File: src/rtl/ilv_pkg.sv
package ilv_pkg;

  typedef enum logic [1:0] {
    ST_IDLE  = 2'd0,
    ST_FETCH = 2'd1,
    ST_RUN   = 2'd2
  } ilvState_t;

  // strobes from control to datapath
  typedef struct packed {
    logic latchCfg;  // capture base pointer and mode bits, clear buffer index
    logic loadWord;  // take in the interlace word returned by memory
    logic stepWord;  // one word moved: address up, count down
    logic flipBuf;   // switch to the other interlace word
    logic endMark;   // last word of a record just moved
  } ilvStrobe_t;

endpackage

File: src/rtl/ilv_ctrl.sv
module ilv_ctrl
  import ilv_pkg::*;
(
  input  logic       clk,
  input  logic       rstN,
  input  logic       actStrobe,
  input  logic       memAck,
  input  logic       xferDone,
  input  logic       cntIsOne,
  input  logic       altLatched,
  output ilvStrobe_t stb,
  output logic       memReq,
  output logic       ready,
  output logic       active
);

  ilvState_t state, nextState;

  always_ff @(posedge clk) begin
    if (!rstN) state <= ST_IDLE;
    else       state <= nextState;
  end

  always_comb begin
    nextState = state;
    stb       = '0;
    unique case (state)
      ST_IDLE: begin
        if (actStrobe) begin
          stb.latchCfg = 1'b1;
          nextState    = ST_FETCH;
        end
      end
      ST_FETCH: begin
        if (memAck) begin
          stb.loadWord = 1'b1;
          nextState    = ST_RUN;
        end
      end
      ST_RUN: begin
        if (xferDone) begin
          stb.stepWord = 1'b1;
          if (cntIsOne) begin
            stb.endMark = 1'b1;
            if (altLatched) begin
              stb.flipBuf = 1'b1;
              nextState   = ST_FETCH;
            end else begin
              nextState   = ST_IDLE;
            end
          end
        end
      end
      default: nextState = ST_IDLE;
    endcase
  end

  assign memReq = (state == ST_FETCH);
  assign ready  = (state == ST_RUN);
  assign active = (state != ST_IDLE);

endmodule

File: src/rtl/ilv_dpath.sv
module ilv_dpath
  import ilv_pkg::*;
#(
  parameter int ADDR_W = 16,
  parameter int CNT_W  = 8,
  localparam int WORD_W = ADDR_W + CNT_W
) (
  input  logic              clk,
  input  logic              rstN,
  input  ilvStrobe_t        stb,
  input  logic [ADDR_W-1:0] ptrBase,
  input  logic              altMode,
  input  logic              irqEn,
  input  logic              notifyEn,
  input  logic [WORD_W-1:0] memData,
  output logic [ADDR_W-1:0] memAddr,
  output logic [ADDR_W-1:0] xferAddr,
  output logic [CNT_W-1:0]  xferCount,
  output logic              bufSel,
  output logic              irqPulse,
  output logic              devNotify,
  output logic              cntIsOne,
  output logic              altLatched
);

  logic [ADDR_W-1:0] ptrReg;
  logic              irqEnReg, ntfEnReg;

  always_ff @(posedge clk) begin
    if (!rstN) begin
      ptrReg     <= '0;
      altLatched <= 1'b0;
      irqEnReg   <= 1'b0;
      ntfEnReg   <= 1'b0;
      bufSel     <= 1'b0;
    end else if (stb.latchCfg) begin
      ptrReg     <= ptrBase;
      altLatched <= altMode;
      irqEnReg   <= irqEn;
      ntfEnReg   <= notifyEn;
      bufSel     <= 1'b0;
    end else if (stb.flipBuf) begin
      bufSel     <= ~bufSel;
    end
  end

  always_ff @(posedge clk) begin
    if (!rstN) begin
      xferAddr  <= '0;
      xferCount <= '0;
    end else if (stb.loadWord) begin
      xferAddr  <= memData[ADDR_W-1:0];
      xferCount <= memData[WORD_W-1:ADDR_W];
    end else if (stb.stepWord) begin
      xferAddr  <= xferAddr + 1'b1;
      xferCount <= xferCount - 1'b1;
    end
  end

  always_ff @(posedge clk) begin
    if (!rstN) begin
      irqPulse  <= 1'b0;
      devNotify <= 1'b0;
    end else begin
      irqPulse  <= stb.endMark & irqEnReg;
      devNotify <= stb.endMark & ntfEnReg;
    end
  end

  assign memAddr  = ptrReg + {{(ADDR_W-1){1'b0}}, bufSel};
  assign cntIsOne = (xferCount == CNT_W'(1));

endmodule

File: src/rtl/ilv_subchan.sv
module ilv_subchan
  import ilv_pkg::*;
#(
  parameter int ADDR_W = 16,
  parameter int CNT_W  = 8,
  localparam int WORD_W = ADDR_W + CNT_W
) (
  input  logic              clk,
  input  logic              rstN,
  input  logic              actStrobe,
  input  logic              altMode,
  input  logic              irqEn,
  input  logic              notifyEn,
  input  logic [ADDR_W-1:0] ptrBase,
  output logic              memReq,
  output logic [ADDR_W-1:0] memAddr,
  input  logic              memAck,
  input  logic [WORD_W-1:0] memData,
  input  logic              xferDone,
  output logic              ready,
  output logic              active,
  output logic [ADDR_W-1:0] xferAddr,
  output logic [CNT_W-1:0]  xferCount,
  output logic              bufSel,
  output logic              irqPulse,
  output logic              devNotify
);

  ilvStrobe_t stb;
  logic       cntIsOne, altLatched;

  ilv_ctrl u_ctrl (
    .clk(clk), .rstN(rstN), .actStrobe(actStrobe), .memAck(memAck),
    .xferDone(xferDone), .cntIsOne(cntIsOne), .altLatched(altLatched),
    .stb(stb), .memReq(memReq), .ready(ready), .active(active)
  );

  ilv_dpath #(.ADDR_W(ADDR_W), .CNT_W(CNT_W)) u_dpath (
    .clk(clk), .rstN(rstN), .stb(stb), .ptrBase(ptrBase), .altMode(altMode),
    .irqEn(irqEn), .notifyEn(notifyEn), .memData(memData), .memAddr(memAddr),
    .xferAddr(xferAddr), .xferCount(xferCount), .bufSel(bufSel),
    .irqPulse(irqPulse), .devNotify(devNotify), .cntIsOne(cntIsOne),
    .altLatched(altLatched)
  );

endmodule

File: config.mk
export PLATFORM = sky130hd
export DESIGN_NAME = ilv_subchan
export DESIGN_NICKNAME = d
export VERILOG_FILES = /design/src/rtl/ilv_pkg.sv /design/src/rtl/ilv_ctrl.sv /design/src/rtl/ilv_dpath.sv /design/src/rtl/ilv_subchan.sv
export SDC_FILE = /design/constraint.sdc
export NUM_CORES = 1
export LEC_CHECK = 0
export BUFFER_PORTS_ARGS = -buffer_cell sky130_fd_sc_hd__buf_2
export CORE_MARGIN = 1
export CORE_UTILIZATION = 51
export CTS_BUF_LIST = sky130_fd_sc_hd__clkbuf_2
export DETAILED_ROUTE_END_ITERATION = 10
export PLACE_DENSITY = 0.83
export SYNTH_ARGS = -nofsm -noshare
export SYNTH_HDL_FRONTEND = slang
export SYNTH_SLANG_ARGS = --single-unit
File: constraint.sdc
create_clock -name clk -period 2 [get_ports clk]
set_clock_uncertainty 0.1 [all_clocks]
set_input_delay 0.1 -clock clk [delete_from_list [all_inputs] [get_ports clk]]
set_output_delay 0.1 -clock clk [all_outputs]
set_load 0.02 [all_outputs]
## After elaboration in Yosys (flattened, before gate mapping)

Cells that the tools add are included.

- Add/sub/neg operators: 3
- Equal/unequal tests: 7
- Multiplexer cells: 18
- Bitwise logic cells: 4
- Reductions and logical operators: 5

Operators with widths:

| kind | number |
|---|---|
| 2-to-1 mux 16 bit | 2 |
| adder 16 x 1 -> 16 bit | 1 |
| adder 16 x 1 -> 16 bit (second input constant) | 1 |
| 2-to-1 mux 8 bit | 2 |
| 2-to-1 mux 2 bit | 5 |
| equality test 8 x 1 -> 1 bit (second input constant) | 1 |
| subtractor 8 x 1 -> 8 bit (second input constant) | 1 |
| 2-to-1 mux 1 bit | 6 |
| 2-to-1 mux 3 bit | 2 |
| case mux 2 bit (3 select lines) | 1 |
| inequality test 2 x 1 -> 1 bit (second input constant) | 2 |
| inequality test 2 bit (second input constant) | 2 |
| AND reduction 4 bit | 1 |
| nonzero test 2 bit | 2 |
| bitwise AND 1 bit | 2 |
| equality test 2 x 1 -> 1 bit (second input constant) | 1 |
| equality test 2 bit (second input constant) | 1 |
| zero test 2 bit | 1 |
| inverter 1 bit | 2 |
| OR reduction 2 bit | 1 |

- Flip-flop bits (word level): 48
- Output and inout bits: 46

## Depth between registers and ports, before layout

- Depth after elaboration: 6
- Depth in mapped cells: 7
- Gate-level depth less buffers: 5

## Modules after synthesis

A second synthesis with hierarchy kept.

- Cells, all modules: 277
- Area total of the unflattened synthesis: 2469.9 um2

By module, submodules not included:

| module | instances | cells each | area each (um2) | sequential area each (um2) |
|---|---|---|---|---|
| ilv_dpath | 1 | 259 | 2328.5 | 920.9 |
| ilv_ctrl | 1 | 18 | 141.4 | 40.0 |

## Least setup slack after synthesis

OpenSTA, ideal clock, no wires.

- Kind: flip-flop to flip-flop
- From: register u_dpath.xferAddr[3]
- To: register u_dpath.xferAddr[15]
- Library setup time: 0.120 ns
- Data arrival time: 1.729 ns
- Data required time: 1.780 ns
- Slack: 0.051 ns
- Stages on the path, launching flop included: 6
- Clock period less this slack: 1.949 ns
- Cell sequence: dfxtp_1 clkbuf_2 nand4_4 or4_4 o21a_1 o31a_1

- Cells in the longest elaborated chain, start to end: 3

RTL lines:

| what | line | text |
|---|---|---|
| start, declared | ilv_dpath.sv:17 | `output logic [ADDR_W-1:0] xferAddr,` |
| start signal, assigned | ilv_dpath.sv:52 | `xferAddr <= memData[ADDR_W-1:0];` |
| start signal, assigned | ilv_dpath.sv:55 | `xferAddr <= xferAddr + 1'b1;` |
| adder 16 x 1 -> 16 bit | ilv_dpath.sv:55 |  |
| 2-to-1 mux 16 bit | ilv_dpath.sv:54 | `end else if (stb.stepWord) begin` |
| 2-to-1 mux 16 bit | ilv_dpath.sv:51 | `end else if (stb.loadWord) begin` |

No other way between the ends. The select of a mux whose other input is x is not followed.
A chain may end at the register's enable or synchronous reset.

## Final worst setup path

- From: register u_dpath.ptrReg[0]
- To: output memAddr[9]

- Cells in the longest elaborated chain, start to end: 1

RTL lines:

| what | line | text |
|---|---|---|
| start, declared | ilv_dpath.sv:26 | `logic [ADDR_W-1:0] ptrReg;` |
| start signal, assigned | ilv_dpath.sv:37 | `ptrReg <= ptrBase;` |
| adder 16 x 1 -> 16 bit | ilv_dpath.sv:70 | `assign memAddr = ptrReg + {{(ADDR_W-1){1'b0}}, bufSel};` |
| end, declared | ilv_subchan.sv:16 | `output logic [ADDR_W-1:0] memAddr,` |

No other way between the ends.

==> flow_summary_export.csv <==
group,metric,value,unit
finish,fin_cells,513,
synthesis,syn_area_per_cell,8.11,µm²
clocking,htree_num_levels,2,
setup_path,worstSetupStartpoint,"u_dpath.ptrReg[0]",
die,core_area,0.00450,mm²
synthesis,synth_top_family_by_area,"simple AND/OR/NAND/NOR gates",
clocking,clkTransAtPathRegs,250,ps
power,combPwrFrac,0.292,
synthesis,synth_compound_area_frac,0.169,
synthesis,synthAdderAreaFrac,0.0253,
power,ir_drop,0.000398,V
clocking,clk_latency,470,ps
setup_path,crit_fanout,4,
power,clock_power_share,0.200,
global_routing,grtUsageTotal,0.304,
timing,finalHoldViolations,0,
placed_design,dp.cells,445,
power,p_leak,0.00165,µW
power,power.density,579,mW/mm²
worst_hold_path,min_from,"memAck",
global_routing,grt_pass1_vias,2655,
clocking,cts.sinks,48,
global_routing,grt_pass1_wl,12200,µm
drt,wl_per_cell,16.4,µm
drt,drt-initial-drc-count,254,
setup_path,endpoint_kind,"output pin",
finish,drive_gt1_frac,0.336,
timing,rsz0062_at_grt,"yes",
setup_path,worstSetupStartpointType,"flop",
drt,vias,2957,
placed_design,hpwl,4510,µm
synthesis,synth_xor_xnor_area_share,0.0886,
setup_path,cpPeakStageDelay,430,ps
clocking,clock_path_buffers,2,
timing,fmax,0.471,GHz
power,power_switching,773,µW
drt,wirelength,8430,µm
power,internal-power,1420,µW
die,dieArea,0.00513,mm²
synthesis,synth.ff_latch_count,48,
setup_path,cp_top_family,"flip-flops",
setup_path,critPathRequiredTime,1800,ps
power,sequentialPowerShare,0.508,
drt,dr.pass1.iters,5,
timing,setup-violations-final,10,
synthesis,syn_area,0.00247,mm²
power,swShare,0.353,
setup_path,cpMaxStageDelayCell,"dfxtp_2",
timing,fin_ws,-125,ps
synthesis,muxShareOfSynthArea,0.0213,
setup_path,arrival,1920,ps
setup_path,worst_path_most_repeated_cell,"buf_4",
global_routing,gr-total-overflow,0,
synthesis,synth_nets,358,
drt,ant_nets,0,
worst_hold_path,min_path_type,"in2reg",
drt,drcViolationCount,0,
placed_design,place.gp.congestion,0.779,
die,start_util,0.549,
synthesis,ys_types,42,
clocking,cts_tree,"built",
setup_path,r2r-start,"u_ctrl.state[1]",
finish,syn_to_final_growth,53.1,%
setup_path,path_cells,"ha_4 > nand4_1 > buf_4 > nor2_4 > xor2_1 > buf_4",
timing,fin_crit_sh,1.06,
placed_design,port_buffers,93,
setup_path,path_class,"reg2out",
synthesis,yosysWarnings,0,
clocking,cts-root-buf,"clkbuf_2",
setup_path,critPathBufInv,2,
timing,slew_headroom,0.566,
timing,slew_viol_final,0,
finish,antennaDiodeCount,0,
synthesis,yosys.area_share.simple,0.271,
timing,tightestPinTransition,649,ps
die,ios,94,
synthesis,syn-instance-count,305,
die,core.rowCount,24,
synthesis,ys_seq_area_frac,0.389,
clocking,numCtsBuffers,5,
job,maxCapViolations,0,
timing,period_minus_slack,2120,ps
power,fin_total_pwr,2190,µW
global_routing,grt_max_degree,32,
die,die_h,71.6,µm
status,outcome,"finished, violations left",
die,fp.dieW,71.6,µm
finish,num-nets-final,513,
global_routing,antenna_found_initial,0,
drt,vias_per_cell,5.76,
status,violations,"negative setup slack",
repair_timing:
item	in CTS	in global routing
gates resized for setup	23	17
setup buffers	9	4
pin swaps	8	7
endpoints found under the setup margin	9	12
hold buffers	47	0
endpoints found under the hold margin	45	0
state kept, by name, indices dropped and copies added, names as in the netlist:
| name | cells |
|---|---|
| u_dpath.bufSel | 1 |
| u_dpath.xferCount | 8 |
| u_dpath.irqEnReg | 1 |
| u_dpath.ptrReg | 16 |
| u_dpath.devNotify | 1 |
| u_dpath.altLatched | 1 |
| u_dpath.irqPulse | 1 |
| u_ctrl.state | 2 |
| u_dpath.xferAddr | 16 |
| u_dpath.ntfEnReg | 1 |
per-stage QoR:
| stage | utilization | TNS (ps) | worst slack, ps | cell area, µm² | hold WS (ps) |
|---|---|---|---|---|---|
| 5_1_grt | 0.841 | -1300 | -186 | 3790 | 165 |
| 6_report | 0.841 | -543 | -125 | 3790 | 174 |
| 2_1_floorplan | - | 0 | 50.9 | 2470 | 136 |
| 4_1_cts | 0.821 | -66.6 | -42.5 | 3700 | 155 |
| 3_5_place_dp | 0.677 | 0 | 176 | 3050 | 246 |
| 3_3_place_gp | 0.677 | 0 | 248 | 3050 | 240 |
kinds of logic after synthesis:
family,after synthesis
mux,5
flops,48
simple gates,131
xor+xnor,25
buf+inv,23
fa+ha+maj,5
compound gates,68
layer usage:
metal / vias up / GRT usage / routed length (µm)
met4: 0 / 0.124 / 320
met2: 159 / 0.529 / 4180
met5: - / 0 / 0
met1: 1368 / 0.368 / 3360
li1: 1393 / - / -
met3: 37 / 0.0591 / 565
final timing paths:
path | endpoint | slack [ps] | depth (start not counted)
worst min register to register | u_dpath.altLatched | 390 | 2
worst max register to register | u_dpath.ptrReg[5] | 70 | 5
worst min-delay path | u_dpath.xferCount[3] | 170 | 4
worst max-delay path | memAddr[9] | -120 | 6
cell usage after synthesis, drive strengths merged:
| cell | instances | area share |
|---|---|---|
| or3 | 1 | 0.0025 |
| o311ai | 2 | 0.0071 |
| xnor2 | 17 | 0.060 |
| o21ai | 14 | 0.028 |
| and3 | 5 | 0.013 |
| nor4 | 9 | 0.023 |
| clkbuf | 15 | 0.023 |
| nand4b | 3 | 0.011 |
| nand2b | 2 | 0.0051 |
| o211ai | 2 | 0.0061 |
| clkinv | 1 | 0.0015 |
| o21a | 3 | 0.0091 |
| dfxtp | 48 | 0.39 |
| nand3b | 1 | 0.0030 |
| a211o | 1 | 0.0035 |
| nand4 | 8 | 0.026 |
| and2 | 3 | 0.0076 |
| a31oi | 1 | 0.0025 |
| xor2 | 8 | 0.028 |
| nand2 | 62 | 0.094 |
| a21boi | 8 | 0.024 |
| mux2i | 3 | 0.012 |
| nor2b | 3 | 0.0076 |
| a32oi | 1 | 0.0035 |
| and3b | 1 | 0.0035 |
| nor2 | 10 | 0.015 |
| nand3 | 10 | 0.020 |
| and4bb | 1 | 0.0051 |
| o31a | 1 | 0.0035 |
| and4 | 5 | 0.018 |
| mux2 | 2 | 0.0091 |
| ha | 5 | 0.025 |
| a211oi | 1 | 0.0030 |
| o211a | 3 | 0.012 |
| buf | 2 | 0.0040 |
| a21oi | 29 | 0.059 |
| inv | 5 | 0.0076 |
| or4 | 1 | 0.0046 |
| a311oi | 2 | 0.0071 |
| nor3 | 6 | 0.012 |
power by group through the flow:
stage | combinational, µW | clock (µW) | sequential [µW]
floorplan | 270 | 0 | 1160
global placement | 493 | 0 | 1120
detailed placement | 503 | 0 | 1130
CTS | 592 | 438 | 1110
global route | 687 | 476 | 1120
finish | 640 | 439 | 1110
worst register-to-register path, delay by kind of cell (launching register included):
kind,cells,cell delay [ps]
compound gates,1,280
buf+inv,1,190
flops,1,520
simple gates,3,760
cell usage in the layout, fill, tap and decap left out, drive strengths merged, types with 2 or more instances in the layout:
cell         instances
a21boi               8
a21oi               29
a311oi               2
and2                 3
and3                 5
and4                 5
buf                118
clkbuf               5
clkinv               2
clkinvlp             2
dfxtp               48
dlygate4sd3         47
ha                   5
inv                  5
mux2                 2
mux2i                3
nand2               62
nand2b               2
nand3               10
nand4                8
nand4b               3
nor2                10
nor2b                3
nor3                 6
nor4                 9
o211a                3
o211ai               2
o21a                 3
o21ai               14
o311ai               2
xnor2               17
xor2                 8
final cells by class:
type	instances	area (µm²)
Multi-Input combinational cell	234	1490
Clock buffer	5	25.0
Clock inverter	3	23.8
Sequential cell	48	985
Fill cell	264	718
Timing Repair Buffer	165	1170
Inverter	6	22.5
Tap cell	52	65.1
(Power assumes the default switching activity.)
